**config.mk**
```make
export PLATFORM = sky130hd
export DESIGN_NAME = shadow_bank_ctrl
export DESIGN_NICKNAME = d
export VERILOG_FILES = /design/src/rtl/shadow_bank_pkg.sv /design/src/rtl/shadow_ctrl_regs.sv /design/src/rtl/shadow_window_dec.sv /design/src/rtl/shadow_bus_gate.sv /design/src/rtl/shadow_bank_ctrl.sv
export SDC_FILE = /design/constraint.sdc
export NUM_CORES = 1
export LEC_CHECK = 0
export BUFFER_PORTS_ARGS = -buffer_cell sky130_fd_sc_hd__buf_2
export CELL_PAD_IN_SITES_DETAIL_PLACEMENT = 0
export CELL_PAD_IN_SITES_GLOBAL_PLACEMENT = 1
export CORE_UTILIZATION = 11
export DETAILED_ROUTE_END_ITERATION = 12
export MAX_ROUTING_LAYER = met4
export PLACE_DENSITY = 0.75
export REMOVE_ABC_BUFFERS = 1
export SETUP_SLACK_MARGIN = 0.2
export SYNTH_ARGS = -nofsm -noshare
export SYNTH_HDL_FRONTEND = slang
export SYNTH_SLANG_ARGS = --single-unit
```
**constraint.sdc**
```tcl
create_clock -name phi2 -period 0.85 [get_ports phi2]
set_clock_uncertainty 0.1 [all_clocks]
set_input_delay 0.085 -clock phi2 [delete_from_list [all_inputs] [get_ports phi2]]
set_output_delay 0.085 -clock phi2 [all_outputs]
set_load 0.01 [all_outputs]
```
**src/rtl/shadow_bank_pkg.sv**
```systemverilog
package shadow_bank_pkg;

    localparam int BUS_AW = 16;
    localparam int BUS_DW = 8;
    localparam int PAGE_W = BUS_AW - 4;

    typedef enum logic [1:0] {
        SLOT_NONE   = 2'd0,
        SLOT_MEMSEL = 2'd1,
        SLOT_SHADOW = 2'd2
    } ctrl_slot_e;

    typedef struct packed {
        logic shadow_en;
        logic mem_sel;
    } ctrl_flags_t;

    // numeric field compares on the page and the two-bit slot
    function automatic ctrl_slot_e decode_slot(input logic [BUS_AW-1:0] a,
                                               input logic [PAGE_W-1:0] page);
        ctrl_slot_e s;
        s = SLOT_NONE;
        if (a[BUS_AW-1:4] == page) begin
            if (a[3:2] == 2'b00)      s = SLOT_MEMSEL;
            else if (a[3:2] == 2'b01) s = SLOT_SHADOW;
        end
        return s;
    endfunction

    function automatic logic in_window(input logic [BUS_AW-1:0] a,
                                       input logic [BUS_AW-1:0] first,
                                       input logic [BUS_AW-1:0] last);
        return (a >= first) && (a <= last);
    endfunction

endpackage

```
**src/rtl/shadow_ctrl_regs.sv**
```systemverilog
module shadow_ctrl_regs
    import shadow_bank_pkg::*;
#(
    parameter logic [PAGE_W-1:0] IO_PAGE  = 12'hFE3,
    parameter int                FLAG_BIT = 7
) (
    input  logic              phi2,
    input  logic              rst_n,
    input  logic [BUS_AW-1:0] addr,
    input  logic              flag_data,
    input  logic              cpu_rnw,
    output ctrl_flags_t       flags
);

    ctrl_slot_e slot;
    logic       ld_shadow;
    logic       ld_memsel;

    always_comb begin
        slot      = decode_slot(addr, IO_PAGE);
        ld_shadow = !cpu_rnw && (slot == SLOT_SHADOW);
        ld_memsel = !cpu_rnw && (slot == SLOT_MEMSEL);
    end

    // end of bus cycle, qualified by an enable rather than a gated clock
    always_ff @(negedge phi2 or negedge rst_n) begin
        if (!rst_n) begin
            flags <= '0;
        end else begin
            if (ld_shadow) flags.shadow_en <= flag_data;
            if (ld_memsel) flags.mem_sel   <= flag_data;
        end
    end

    assert_shadow_load_R1: assert property (@(negedge phi2) disable iff (!rst_n)
        ld_shadow |=> (flags.shadow_en == $past(flag_data)));

    assert_memsel_load_R2: assert property (@(negedge phi2) disable iff (!rst_n)
        ld_memsel |=> (flags.mem_sel == $past(flag_data)));

    assert_read_quiet_R9: assert property (@(negedge phi2) disable iff (!rst_n)
        cpu_rnw |=> ($stable(flags.shadow_en) && $stable(flags.mem_sel)));

endmodule

```
**src/rtl/shadow_window_dec.sv**
```systemverilog
module shadow_window_dec
    import shadow_bank_pkg::*;
#(
    parameter logic [BUS_AW-1:0] WIN_FIRST = 16'h3000,
    parameter logic [BUS_AW-1:0] WIN_LAST  = 16'h7FFF
) (
    input  logic [BUS_AW-1:0] addr,
    input  ctrl_flags_t       flags,
    output logic              win_active
);

    logic hit;

    always_comb begin
        hit        = in_window(addr, WIN_FIRST, WIN_LAST);
        win_active = hit && flags.shadow_en && !flags.mem_sel;
    end

endmodule

```
**src/rtl/shadow_bus_gate.sv**
```systemverilog
module shadow_bus_gate #(
    parameter bit CE_ACTIVE_HIGH = 1'b1
) (
    input  logic phi2,
    input  logic rst_n,
    input  logic phi1,
    input  logic cpu_rnw,
    input  logic win_active,
    output logic board_phi1,
    output logic board_rnw,
    output logic ram_ce
);

    always_comb begin
        board_phi1 = win_active ? 1'b1 : phi1;
        board_rnw  = win_active ? 1'b1 : cpu_rnw;
    end

    generate
        if (CE_ACTIVE_HIGH) begin : g_ce_high
            assign ram_ce = win_active;
        end else begin : g_ce_low
            assign ram_ce = !win_active;
        end
    endgenerate

    assert_board_held_R6: assert property (@(posedge phi2) disable iff (!rst_n)
        win_active |-> (board_rnw && board_phi1));

    assert_board_pass_R5: assert property (@(posedge phi2) disable iff (!rst_n)
        !win_active |-> ((board_phi1 == phi1) && (board_rnw == cpu_rnw)));

endmodule

```
**src/rtl/shadow_bank_ctrl.sv**
```systemverilog
module shadow_bank_ctrl
    import shadow_bank_pkg::*;
#(
    parameter logic [PAGE_W-1:0] IO_PAGE   = 12'hFE3,
    parameter int                FLAG_BIT  = 7,
    parameter logic [BUS_AW-1:0] WIN_FIRST = 16'h3000,
    parameter logic [BUS_AW-1:0] WIN_LAST  = 16'h7FFF
) (
    input  logic              phi2,
    input  logic              phi1,
    input  logic              rst_n,
    input  logic [BUS_AW-1:0] addr,
    input  logic [BUS_DW-1:0] wdata,
    input  logic              cpu_rnw,
    output logic              board_phi1,
    output logic              board_rnw,
    output logic              ram_ce
);

    ctrl_flags_t flags;
    logic        win_active;
    logic        unused_data_bits;

    assign unused_data_bits = ^wdata;

    shadow_ctrl_regs #(
        .IO_PAGE (IO_PAGE),
        .FLAG_BIT(FLAG_BIT)
    ) i_regs (
        .phi2     (phi2),
        .rst_n    (rst_n),
        .addr     (addr),
        .flag_data(wdata[FLAG_BIT]),
        .cpu_rnw  (cpu_rnw),
        .flags    (flags)
    );

    shadow_window_dec #(
        .WIN_FIRST(WIN_FIRST),
        .WIN_LAST (WIN_LAST)
    ) i_dec (
        .addr      (addr),
        .flags     (flags),
        .win_active(win_active)
    );

    shadow_bus_gate #(
        .CE_ACTIVE_HIGH(1'b1)
    ) i_gate (
        .phi2      (phi2),
        .rst_n     (rst_n),
        .phi1      (phi1),
        .cpu_rnw   (cpu_rnw),
        .win_active(win_active),
        .board_phi1(board_phi1),
        .board_rnw (board_rnw),
        .ram_ce    (ram_ce)
    );

    assert_window_only_R4: assert property (@(posedge phi2) disable iff (!rst_n)
        ram_ce |-> ((addr >= WIN_FIRST) && (addr <= WIN_LAST)
                    && flags.shadow_en && !flags.mem_sel));

    assert_outside_quiet_R8: assert property (@(posedge phi2) disable iff (!rst_n)
        ((addr < WIN_FIRST) || (addr > WIN_LAST)) |-> !ram_ce);

endmodule

```
# == Word level (Yosys, flattened, before mapping) ==
# Cells that the tools add are included.
# word_totals
register_bits,2
input_bits,28
# op_classes
magnitude_cmp,2
n_eq_ne,4
n_mux,5
n_reduce_logical,8
# ops
operator,count
$ge 16x14->1 const B,1
$le 16x15->1 const B,1
$eq 12x12->1 const B,1
$mux 2,3
$logic_and 1x1->1,5
$eq 2x1->1 const B,2
$eq 2x2->1 const B,1
$logic_not 1->1,2
$logic_not 2->1,1
$mux 1,2

# == Logic depth before layout (Yosys ltp) ==
# Gate-level depths: netlist of run 1.
# depth
ltp_word,6
mapped_depth,3

# == By module ==
# A second synthesis of run 1 with hierarchy kept.
# unflattened
hier_cells,16
hier_area_um2,176.4
# modules_own_cells
mod,instances,cells_each,area_each_um2,seq_area_each_um2
shadow_ctrl_regs,1,11,136.4,50.0
shadow_bus_gate,1,3,20.0,0.0
shadow_window_dec,1,2,20.0,0.0

==> impl_metrics.json, run 1 <==
{
  "syn_area_per_cell_sq_um": 10.3,
  "netlist-cell-type-count": 10,
  "htree_levels": 1,
  "timing.reg2reg.worst_path_depth": 2,
  "cts_num_sinks": 2,
  "post_synth_instance_area_sq_um": 155,
  "yosys_most_used_dff": "dfrtn_1",
  "drive_gt1_frac": 0.795,
  "worst_slew_pin_slew_ps": 236,
  "setup.worst_path.end": "board_phi1",
  "yosys.area.top_type": "dfrtn_1",
  "top_regs": "i_regs.flags (2)",
  "routedWlPerCell_microns": 10.0,
  "die_width_microns": 39.6,
  "clockPowerShare": 0.506,
  "comb_power_share": 0.255,
  "crit_path_top_delay_cell": "dfrtn_1",
  "synth-seq-area-share": 0.323,
  "root_buffer": "clkbuf_4",
  "worst-endpoint-required_ps": 660,
  "path_delay_family": "simple AND/OR/NAND/NOR gates",
  "crit_chain": "nor4b_2, buf_4, or2_1, buf_2",
  "max-vdd-ir-drop_v": 0.000604,
  "routabilityCongestion": 0.547,
  "grt_pass1_vias": 213,
  "synthToLayoutAreaGrowth_pct": 168,
  "hold_class": "input pin to async pin",
  "grt_first_pass_wirelength_microns": 669,
  "count_of_standard_cell_rows": 13,
  "timing.setup.critical_path_class": "flop to output pin",
  "post_synth_main_area_contributors": "dfrtn_1, mux2_1, nand4bb_1",
  "grt_antenna_before_repair": 0,
  "finish.net_count": 74,
  "synth_top_cell_area_share": 0.323,
  "crit_buf_inv": 2,
  "core_region_area_sq_um": 1300,
  "worst_slew_slack_as_a_fraction_of_its_limit": 0.841,
  "net-switching-power_uw": 87.9,
  "end_kind": "output pin",
  "maximum_capacitance_violations": 0,
  "worstSetupStartpoint": "i_regs.flags[1]",
  "failed_checks": "negative hold slack, negative setup slack",
  "postSynthCellCount": 15,
  "cell_count_along_the_critical_path": 4,
  "tritoncts_clock_tree": "yes",
  "hold_viol_final": 2,
  "initial_core_util": 0.119,
  "unrepaired_setup_endpoints_after_global_routing": "true",
  "rr_startpoint": "i_regs.flags[0]",
  "synth.cells.most_frequent": "dfrtn_1, mux2_1, nand4bb_1, nor4_1, or2_1",
  "hold_slack_ps": -160,
  "dieArea_sq_um": 1560,
  "maxSlewViolCount": 0,
  "drc_errors": 0,
  "port_buffers": 21,
  "post_layout_nonfiller_instances": 59,
  "cts_max_path_buffers": 2,
  "ys_async_sr_fraction": 1.00,
  "number_of_flip_flops_in_the_largest_register": 2,
  "power_frac_seq": 0.239,
  "ant_nets": 0,
  "worst-r2r-setup-slack_ps": -140,
  "dpl_worst_slack_ps": -969,
  "grt_util_all_layers": 0.0746,
  "drt-initial-drc-count": 4,
  "cts_buf_count": 3,
  "internal_power_summed_over_all_cells_uw": 316,
  "number_of_inserted_diodes": 0,
  "top_register": "i_regs.flags",
  "worst_ep_arrival_time_ps": 1590,
  "synth.ff_latch_count": 2,
  "clock_latency_ps": 240,
  "critical_path.startpoint_type": "flop",
  "grt_max_degree": 4,
  "grt_overflow_total": 0,
  "crit-reg2reg-capture": "i_regs.flags[0]",
  "power_switching_share": 0.218,
  "cts.clk_slew.worst_paths_ps": 30,
  "cp_slowest_stage_delay_ps": 320,
  "setup_slack_ps": -924,
  "top_fanout_value_on_the_critical_path": 3,
  "first_pass_iters": 2,
  "io_pins": 31,
  "setup_violations": 5,
  "number_of_enable_type_register_cells_in_the_synthesized_netlist": 0,
  "fin_setup_tns_ps": -3970,
  "place_inst": 54,
  "route.detailed.vias_per_inst": 4.12,
  "power_density_nw_per_um2": 973,
  "ys_warn_count": 0,
  "static_leak_uw": 0.000204,
  "drt_wl_total_microns": 592,
  "die_h_microns": 39.6,
  "outcome": "complete, but fails checks",
  "dr_total_vias": 243
}
==> cells in the final DEF (no fill, tap or decap), drive strengths merged <==
master	Yosys	final
nor4	2	2
or2	2	2
nand4b	1	1
nand4bb	2	2
clkbuf	0	3
a21oi	1	1
nand3	1	1
nand3b	1	1
nor4b	1	1
dfrtn	2	2
buf	0	26
mux2	2	2
==> layer usage <==
layer	track usage	vias to the layer above	routed length (microns)	share of wire
met1	0.0373	108	176	0.30
li1	-	121	-	-
met4	0.0517	0	5	0.0084
met2	0.135	12	341	0.58
met5	-	-	0	0
met3	0.0682	2	69	0.12
==> layout make-up <==
type	instances	area, sq um
clock buffers	3	22.5
fillers	143	886
multi-input cells	13	169
flip-flops and latches	2	50.0
well taps	15	18.8
repair buffers	26	155
==> cells by family after synthesis <==
kind of cell	Yosys count	synth area share
compound gates	1	0.0322
flops	2	0.323
mux	2	0.145
simple gates	10	0.500
==> metrics by stage <==
step                       util  cell area, sq um  total power (uW)
after floorplan               -               155               115
after global routing      0.319               415               434
final                     0.319               415               404
after detailed placement  0.232               302               172
after global placement    0.232               302               171
after CTS                 0.295               384               406
==> repair_timing <==
| item | in CTS | in global routing |
|---|---|---|
| endpoints found under the hold margin | 2 | 2 |
| endpoints found under the setup margin | 5 | 5 |
| pin swaps | 3 | 2 |
| resized for setup | 8 | 1 |
| setup buffers | 0 | 2 |
==> how the worst min path moves through the flow <==
stage,endpoint,slack (ps),startpoint
6_report,i_regs.flags[0],-160,rst_n
5_1_grt,i_regs.flags[0],-170,rst_n
4_1_cts,i_regs.flags[0],-160,rst_n
3_5_place_dp,i_regs.flags[0],90,rst_n
3_3_place_gp,i_regs.flags[0],90,rst_n
2_1_floorplan,i_regs.flags[0],6,rst_n
==> power by group through the flow <==
| stage | clock (uW) | sequential (uW) | combinational (uW) |
|---|---|---|---|
| 5_1_grt | 227 | 96.6 | 111 |
| 6_report | 204 | 96.6 | 103 |
| 3_5_place_dp | 0 | 97.5 | 74.0 |
| 3_3_place_gp | 0 | 97.5 | 73.5 |
| 4_1_cts | 216 | 96.6 | 92.5 |
| 2_1_floorplan | 0 | 97.6 | 17.5 |
Power figures use the tool's default switching activity.
==> run 2: changes to the inputs <==
--- a/config.mk
+++ b/config.mk
@@ -8,12 +8,14 @@
 export BUFFER_PORTS_ARGS = -buffer_cell sky130_fd_sc_hd__buf_2
 export CELL_PAD_IN_SITES_DETAIL_PLACEMENT = 0
 export CELL_PAD_IN_SITES_GLOBAL_PLACEMENT = 1
-export CORE_UTILIZATION = 11
+export CORE_AREA = 2 2 39 41
 export DETAILED_ROUTE_END_ITERATION = 12
+export DIE_AREA = 0 0 41 43
 export MAX_ROUTING_LAYER = met4
-export PLACE_DENSITY = 0.75
+export PLACE_DENSITY = 0.76
 export REMOVE_ABC_BUFFERS = 1
 export SETUP_SLACK_MARGIN = 0.2
+export SLEW_MARGIN = 5
 export SYNTH_ARGS = -nofsm -noshare
 export SYNTH_HDL_FRONTEND = slang
 export SYNTH_SLANG_ARGS = --single-unit
==> constraint.sdc (replaced) <==
create_clock -name phi2 -period 2.1 [get_ports phi2]
set_clock_uncertainty 0.1 [all_clocks]
set_input_delay 0.21 -clock phi2 [delete_from_list [all_inputs] [get_ports phi2]]
set_output_delay 0.21 -clock phi2 [all_outputs]
set_load 0.01 [all_outputs]
==> run 2 against run 1 <==
Effect of this change: the flow finishes with violations (negative setup slack); non-clock buffer count down 1; clock power shrank 59%; count of clock-buffer cells in the layout did not move; first-iteration DRC count down 100%; final cell count is the same; core utilization decreased by 1.5 points; highest routed layer is now met3.
==> impl_metrics.json, run 2 (synthesis gave the netlist of run 1 again) <==
{
  "first_pass_iters": 1,
  "root_buffer": "clkbuf_4",
  "worst_ep_arrival_time_ps": 2240,
  "drive_gt1_frac": 0.791,
  "worst-r2r-setup-slack_ps": 1210,
  "initial_core_util": 0.112,
  "grt_antenna_before_repair": 0,
  "die_h_microns": 43,
  "tritoncts_clock_tree": "yes",
  "finish.net_count": 73,
  "regArea_sq_um": 50.0,
  "grt_overflow_total": 0,
  "cts.clk_slew.worst_paths_ps": 30,
  "timing.reg2reg.worst_path_depth": 1,
  "maximum_capacitance_violations": 0,
  "dieArea_sq_um": 1760,
  "count_of_standard_cell_rows": 14,
  "drt_wl_total_microns": 636,
  "rr_startpoint": "i_regs.flags[0]",
  "global_route.usage.met2": 0.122,
  "drt-initial-drc-count": 0,
  "worst_slew_pin_slew_ps": 238,
  "global_route.peak_usage_layer": "met2",
  "clock_latency_ps": 240,
  "end_kind": "output pin",
  "htree_levels": 1,
  "port_buffers": 21,
  "routabilityCongestion": 0.531,
  "core_region_area_sq_um": 1380,
  "die_width_microns": 41,
  "number_of_inserted_diodes": 0,
  "top_register": "i_regs.flags",
  "io_pins": 31,
  "grt_first_pass_wirelength_microns": 786,
  "number_of_flip_flops_in_the_largest_register": 2,
  "grt_max_degree": 4,
  "maxSlewViolCount": 0,
  "outcome": "complete, but fails checks",
  "worst-endpoint-required_ps": 1790,
  "setup_violations": 5,
  "cts_max_path_buffers": 2,
  "worst_slew_slack_as_a_fraction_of_its_limit": 0.840,
  "nFillCells": 151,
  "multi_input_comb_area_sq_um": 169,
  "grt_util_all_layers": 0.0771,
  "cts_hold_buffers": 0,
  "top_regs": "i_regs.flags (2)",
  "drc_errors": 0,
  "final_instance_area_sq_um": 422,
  "static_leak_uw": 0.000204,
  "worstSetupStartpoint": "i_regs.flags[1]",
  "max-vdd-ir-drop_v": 0.000137,
  "hold_class": "flop to flop",
  "ant_nets": 0,
  "unrepaired_setup_endpoints_after_global_routing": "true",
  "globalRouteMet3Util": 0.0314,
  "synthToLayoutAreaGrowth_pct": 172,
  "layout_commonest_cell": "buf_2",
  "routedWlPerCell_microns": 10.8,
  "setup.worst_path.end": "board_phi1",
  "cts_num_sinks": 2,
  "failed_checks": "negative setup slack",
  "grt_pass1_vias": 219,
  "power_density_nw_per_um2": 397,
  "timing.setup.critical_path_class": "flop to output pin",
  "cts_buf_count": 3,
  "dr_total_vias": 245,
  "top_fanout_value_on_the_critical_path": 3,
  "final_core_utilization": 0.305,
  "setup_slack_ps": -448,
  "hold_viol_final": 0,
  "crit-reg2reg-capture": "i_regs.flags[0]",
  "route.detailed.vias_per_inst": 4.15,
  "critical_path.startpoint_type": "flop",
  "dpl_cell_area_sq_um": 310,
  "hold_slack_ps": 351,
  "layout.cells.most_common_list": "buf_2, buf_6, buf_4, clkbuf_4",
  "met1_usage": 0.0577
}
-- run 2: cell types whose count changed in the layout (fill, tap and decap cells not counted), sizes merged --
cell	delta
buf	-1
-- run 2: area by class of cell --
type,count,area share
Multi-Input combinational cell,13,0.401
Timing Repair Buffer,25,0.380
Sequential cell,2,0.119
Clock buffer,3,0.0534
Tap cell,16,0.0475
-- run 2: timing repair --
| item | CTS | global route |
|---|---|---|
| setup buffers | 0 | 0 |
| pin swaps | 3 | 3 |
| setup endpoints to repair | 5 | 5 |
| resized for setup | 8 | 4 |
-- run 2: worst min-delay path by stage --
| stage | from | to | slack (ps) | cells past startpoint |
|---|---|---|---|---|
| 6_report | i_regs.flags[1] | i_regs.flags[1] | 350 | 1 |
| 3_3_place_gp | i_regs.flags[1] | i_regs.flags[1] | 330 | 1 |
| 4_1_cts | i_regs.flags[1] | i_regs.flags[1] | 360 | 1 |
| 5_1_grt | i_regs.flags[1] | i_regs.flags[1] | 370 | 1 |
| 2_1_floorplan | i_regs.flags[1] | i_regs.flags[1] | 310 | 1 |
| 3_5_place_dp | i_regs.flags[1] | i_regs.flags[1] | 340 | 1 |
-- run 2: routing by layer --
metal  up-vias  share of wire
met5         -              0
met4         0              0
met3         0           0.11
met2        14           0.55
met1       111           0.34
li1        120              -
-- run 2: worst max-delay path, stage by stage, from the launching register on --
cell and delay [ps]:
dfrtn_1 320, nor4b_2 150, buf_4 130, or2_1 210, buf_2 130
-- run 2: stage by stage --
stage          instances  setup TNS (ps)  worst slack (ps)  total power, uW
2_1_floorplan         15           -1390              -383             46.6
3_3_place_gp          56           -1560              -431             70.7
3_5_place_dp          56           -1640              -434             71.1
4_1_cts               59           -1650              -475              168
5_1_grt               59           -1760              -497              181
6_report              59           -1530              -448              168
-- run 2: report_power, final --
group | switching (uW) | internal [uW]
combinational | 16.2 | 28.7
clock | 20.6 | 62.9
sequential | 0.0243 | 39.1
total | 36.9 | 131
==> run 3: changes to the inputs <==
--- a/config.mk
+++ b/config.mk
@@ -5,14 +5,14 @@
 export SDC_FILE = /design/constraint.sdc
 export NUM_CORES = 1
 export LEC_CHECK = 0
+export ABC_AREA = 1
 export BUFFER_PORTS_ARGS = -buffer_cell sky130_fd_sc_hd__buf_2
 export CELL_PAD_IN_SITES_DETAIL_PLACEMENT = 0
 export CELL_PAD_IN_SITES_GLOBAL_PLACEMENT = 1
-export CORE_AREA = 2 2 39 41
+export CORE_UTILIZATION = 15
 export DETAILED_ROUTE_END_ITERATION = 12
-export DIE_AREA = 0 0 41 43
 export MAX_ROUTING_LAYER = met4
-export PLACE_DENSITY = 0.76
+export PLACE_DENSITY = 0.78
 export REMOVE_ABC_BUFFERS = 1
 export SETUP_SLACK_MARGIN = 0.2
 export SLEW_MARGIN = 5
==> constraint.sdc (replaced) <==
create_clock -name phi2 -period 2.7 [get_ports phi2]
set_clock_uncertainty 0.1 [all_clocks]
set_input_delay 0.27 -clock phi2 [delete_from_list [all_inputs] [get_ports phi2]]
set_output_delay 0.27 -clock phi2 [all_outputs]
set_load 0.01 [all_outputs]
==> run 3 against run 2 <==
Effect of this change: setup slack improved by 320 ps; the flow still finishes with violations (negative setup slack); die area is 5.8% lower; critical endpoint is now board_rnw; final area is 11% lower; first-iteration DRC count unchanged.
==> impl_metrics.json, run 3 <==
{
  "cts.clk_slew.worst_paths_ps": 30,
  "hold_class": "flop to flop",
  "max-vdd-ir-drop_v": 0.0000758,
  "cts_buf_count": 3,
  "drt_wl_total_microns": 513,
  "critical_path.startpoint_type": "flop",
  "final_instance_area_sq_um": 374,
  "cts_max_path_buffers": 2,
  "hold_viol_final": 0,
  "hold_slack_ps": 391,
  "port_buffers": 21,
  "die_width_microns": 40.8,
  "worst_slew_pin_slew_ps": 173,
  "detailedPlacementHpwl_microns": 438,
  "first_pass_iters": 1,
  "maxSlewViolCount": 0,
  "synth.cells.most_frequent": "nand2_1, inv_1, nor2_1, nor2_2",
  "setup.worst_path.end": "board_rnw",
  "crit-reg2reg-capture": "i_regs.flags[1]",
  "end_kind": "output pin",
  "power_switching_share": 0.243,
  "ant_nets": 0,
  "layout.cells.most_common_list": "buf_2, nand2_1, inv_1, nor2_2, clkbuf_4",
  "routabilityCongestion": 0.581,
  "timing.setup.critical_path_class": "flop to output pin",
  "grt_antenna_before_repair": 0,
  "drive_gt1_frac": 0.567,
  "worst-endpoint-required_ps": 2330,
  "maximum_capacitance_violations": 0,
  "grt_util_all_layers": 0.0626,
  "post_synth_main_area_contributors": "dfrtn_1, nand2_1, inv_1",
  "ys_async_sr_fraction": 1.00,
  "crit_chain": "nor2_1, nand2_1, nor2_2, or2_1, buf_2",
  "number_of_inserted_diodes": 0,
  "grt_first_pass_wirelength_microns": 669,
  "yosys.area.top_type": "dfrtn_1",
  "nFillCells": 168,
  "failed_checks": "negative setup slack",
  "htree_levels": 1,
  "dpl_cell_area_sq_um": 349,
  "postCtsSetupBuffers": 0,
  "path_delay_family": "flip-flops",
  "layout_commonest_cell": "buf_2",
  "clockPowerShare": 0.538,
  "outcome": "complete, but fails checks",
  "crit_buf_inv": 1,
  "crit_path_top_delay_cell": "dfrtn_1",
  "netlist-cell-type-count": 13,
  "top_register": "i_regs.flags",
  "ys_warn_count": 0,
  "finish.net_count": 90,
  "timing.reg2reg.worst_path_depth": 4,
  "top_regs": "i_regs.flags (2)",
  "worst_ep_arrival_time_ps": 2460,
  "cell_count_along_the_critical_path": 5,
  "count_of_standard_cell_rows": 13,
  "setup_slack_ps": -126,
  "postSynthCellCount": 36,
  "core_region_area_sq_um": 1350,
  "io_pins": 31,
  "power_density_nw_per_um2": 332,
  "grt_max_degree": 5,
  "worst_slew_slack_as_a_fraction_of_its_limit": 0.884,
  "internal_power_summed_over_all_cells_uw": 93.9,
  "cts_hold_buffers": 0,
  "fin_setup_tns_ps": -249,
  "dr_total_vias": 295,
  "synth.ff_latch_count": 2,
  "dieArea_sq_um": 1660,
  "number_of_enable_type_register_cells_in_the_synthesized_netlist": 0,
  "worstSetupStartpoint": "i_regs.flags[0]",
  "power_frac_seq": 0.245,
  "cts_num_sinks": 2,
  "number_of_flip_flops_in_the_largest_register": 2,
  "route.detailed.vias_per_inst": 3.93,
  "cp_slowest_stage_delay_ps": 390,
  "design_power_total_uw": 124,
  "yosys_most_used_dff": "dfrtn_1",
  "grt_overflow_total": 0,
  "tritoncts_clock_tree": "yes",
  "dpl_worst_slack_ps": 120,
  "net-switching-power_uw": 30.1,
  "synth-seq-area-share": 0.222,
  "die_h_microns": 40.8,
  "rr_startpoint": "i_regs.flags[1]",
  "drc_errors": 0,
  "clock_latency_ps": 240,
  "syn_area_per_cell_sq_um": 6.26,
  "top_fanout_value_on_the_critical_path": 3,
  "routedWlPerCell_microns": 6.84,
  "setup_violations": 3,
  "worst-r2r-setup-slack_ps": 1940,
  "post_synth_instance_area_sq_um": 225,
  "unrepaired_setup_endpoints_after_global_routing": "true",
  "static_leak_uw": 0.000212,
  "synthToLayoutAreaGrowth_pct": 66.1,
  "grt_pass1_vias": 229,
  "initial_core_util": 0.167,
  "synth_top_cell_area_share": 0.222,
  "yosys.cell_count.top_type": "nand2_1",
  "root_buffer": "clkbuf_4",
  "comb_power_share": 0.217,
  "drt-initial-drc-count": 0
}
run 3: cell count changes after synthesis, sizes merged:
| cell | previous run | this run |
|---|---|---|
| nor2 | 0 | 7 |
| nor3 | 0 | 1 |
| nand4bb | 2 | 0 |
| nand3 | 1 | 2 |
| nand4b | 1 | 0 |
| nor4b | 1 | 0 |
| nor4 | 2 | 0 |
| nand3b | 1 | 0 |
| inv | 0 | 8 |
| nand4 | 0 | 2 |
| nor3b | 0 | 1 |
| nand2 | 0 | 11 |
| mux2 | 2 | 0 |
| a21oi | 1 | 0 |
run 3: layer usage:
layer,global-route usage,share of wire,routed length [microns],vias up
li1,-,-,-,156
met1,0.0423,0.35,182,118
met2,0.139,0.49,249,19
met3,0,0.13,67,2
met4,0.0500,0.027,14,0
met5,-,0,0,-
run 3: per-stage QoR:
stage / util / cells
detailed placement: 0.259 / 72
floorplan: - / 36
global route: 0.277 / 75
finish: 0.277 / 75
global placement: 0.259 / 72
CTS: 0.275 / 75
run 3: worst register-to-register path, cell delays in order (launching register included):
cell and delay [ps]:
dfrtn_1 330, inv_1 50, nand2_1 40, nand2_1 50, inv_1 30
run 3: worst min-delay path by stage:
stage | from | cells past startpoint | slack [ps] | endpoint
2_1_floorplan | i_regs.flags[1] | 4 | 370 | i_regs.flags[1]
3_3_place_gp | i_regs.flags[0] | 4 | 400 | i_regs.flags[0]
3_5_place_dp | i_regs.flags[0] | 4 | 400 | i_regs.flags[0]
4_1_cts | i_regs.flags[0] | 4 | 400 | i_regs.flags[0]
5_1_grt | i_regs.flags[0] | 4 | 430 | i_regs.flags[0]
6_report | i_regs.flags[0] | 4 | 390 | i_regs.flags[0]
run 3: layout make-up:
class,instances,area [sq um],share of cell area
inverters,8,30.0,0.0803
repair buffers,21,105,0.281
clock buffers,3,22.5,0.0602
well taps,15,18.8,0.0502
flip-flops and latches,2,50.0,0.134
multi-input cells,26,148,0.395
run 3: cell families (layout without fill, tap and decap cells):
family,Yosys count,count (layout),share of synthesized area
and+or+nand+nor,26,26,0.644
buffers and inverters,8,32,0.133
DFF,2,2,0.222
run 3: power groups by stage:
stage                     registers, uW  clock network (uW)  logic (uW)
final                              30.4                66.7        26.9
after global routing               30.4                68.2        30.6
after CTS                          30.4                69.7        27.2
after detailed placement           30.7                   0        27.0
after global placement             30.7                   0        26.6
after floorplan                    30.7                   0        10.2
run 3: what timing repair did:
action | 4_1_cts | 5_1_grt
pin swaps | 0 | 0
endpoints found under the setup margin | 3 | 3
resized for setup | 0 | 1
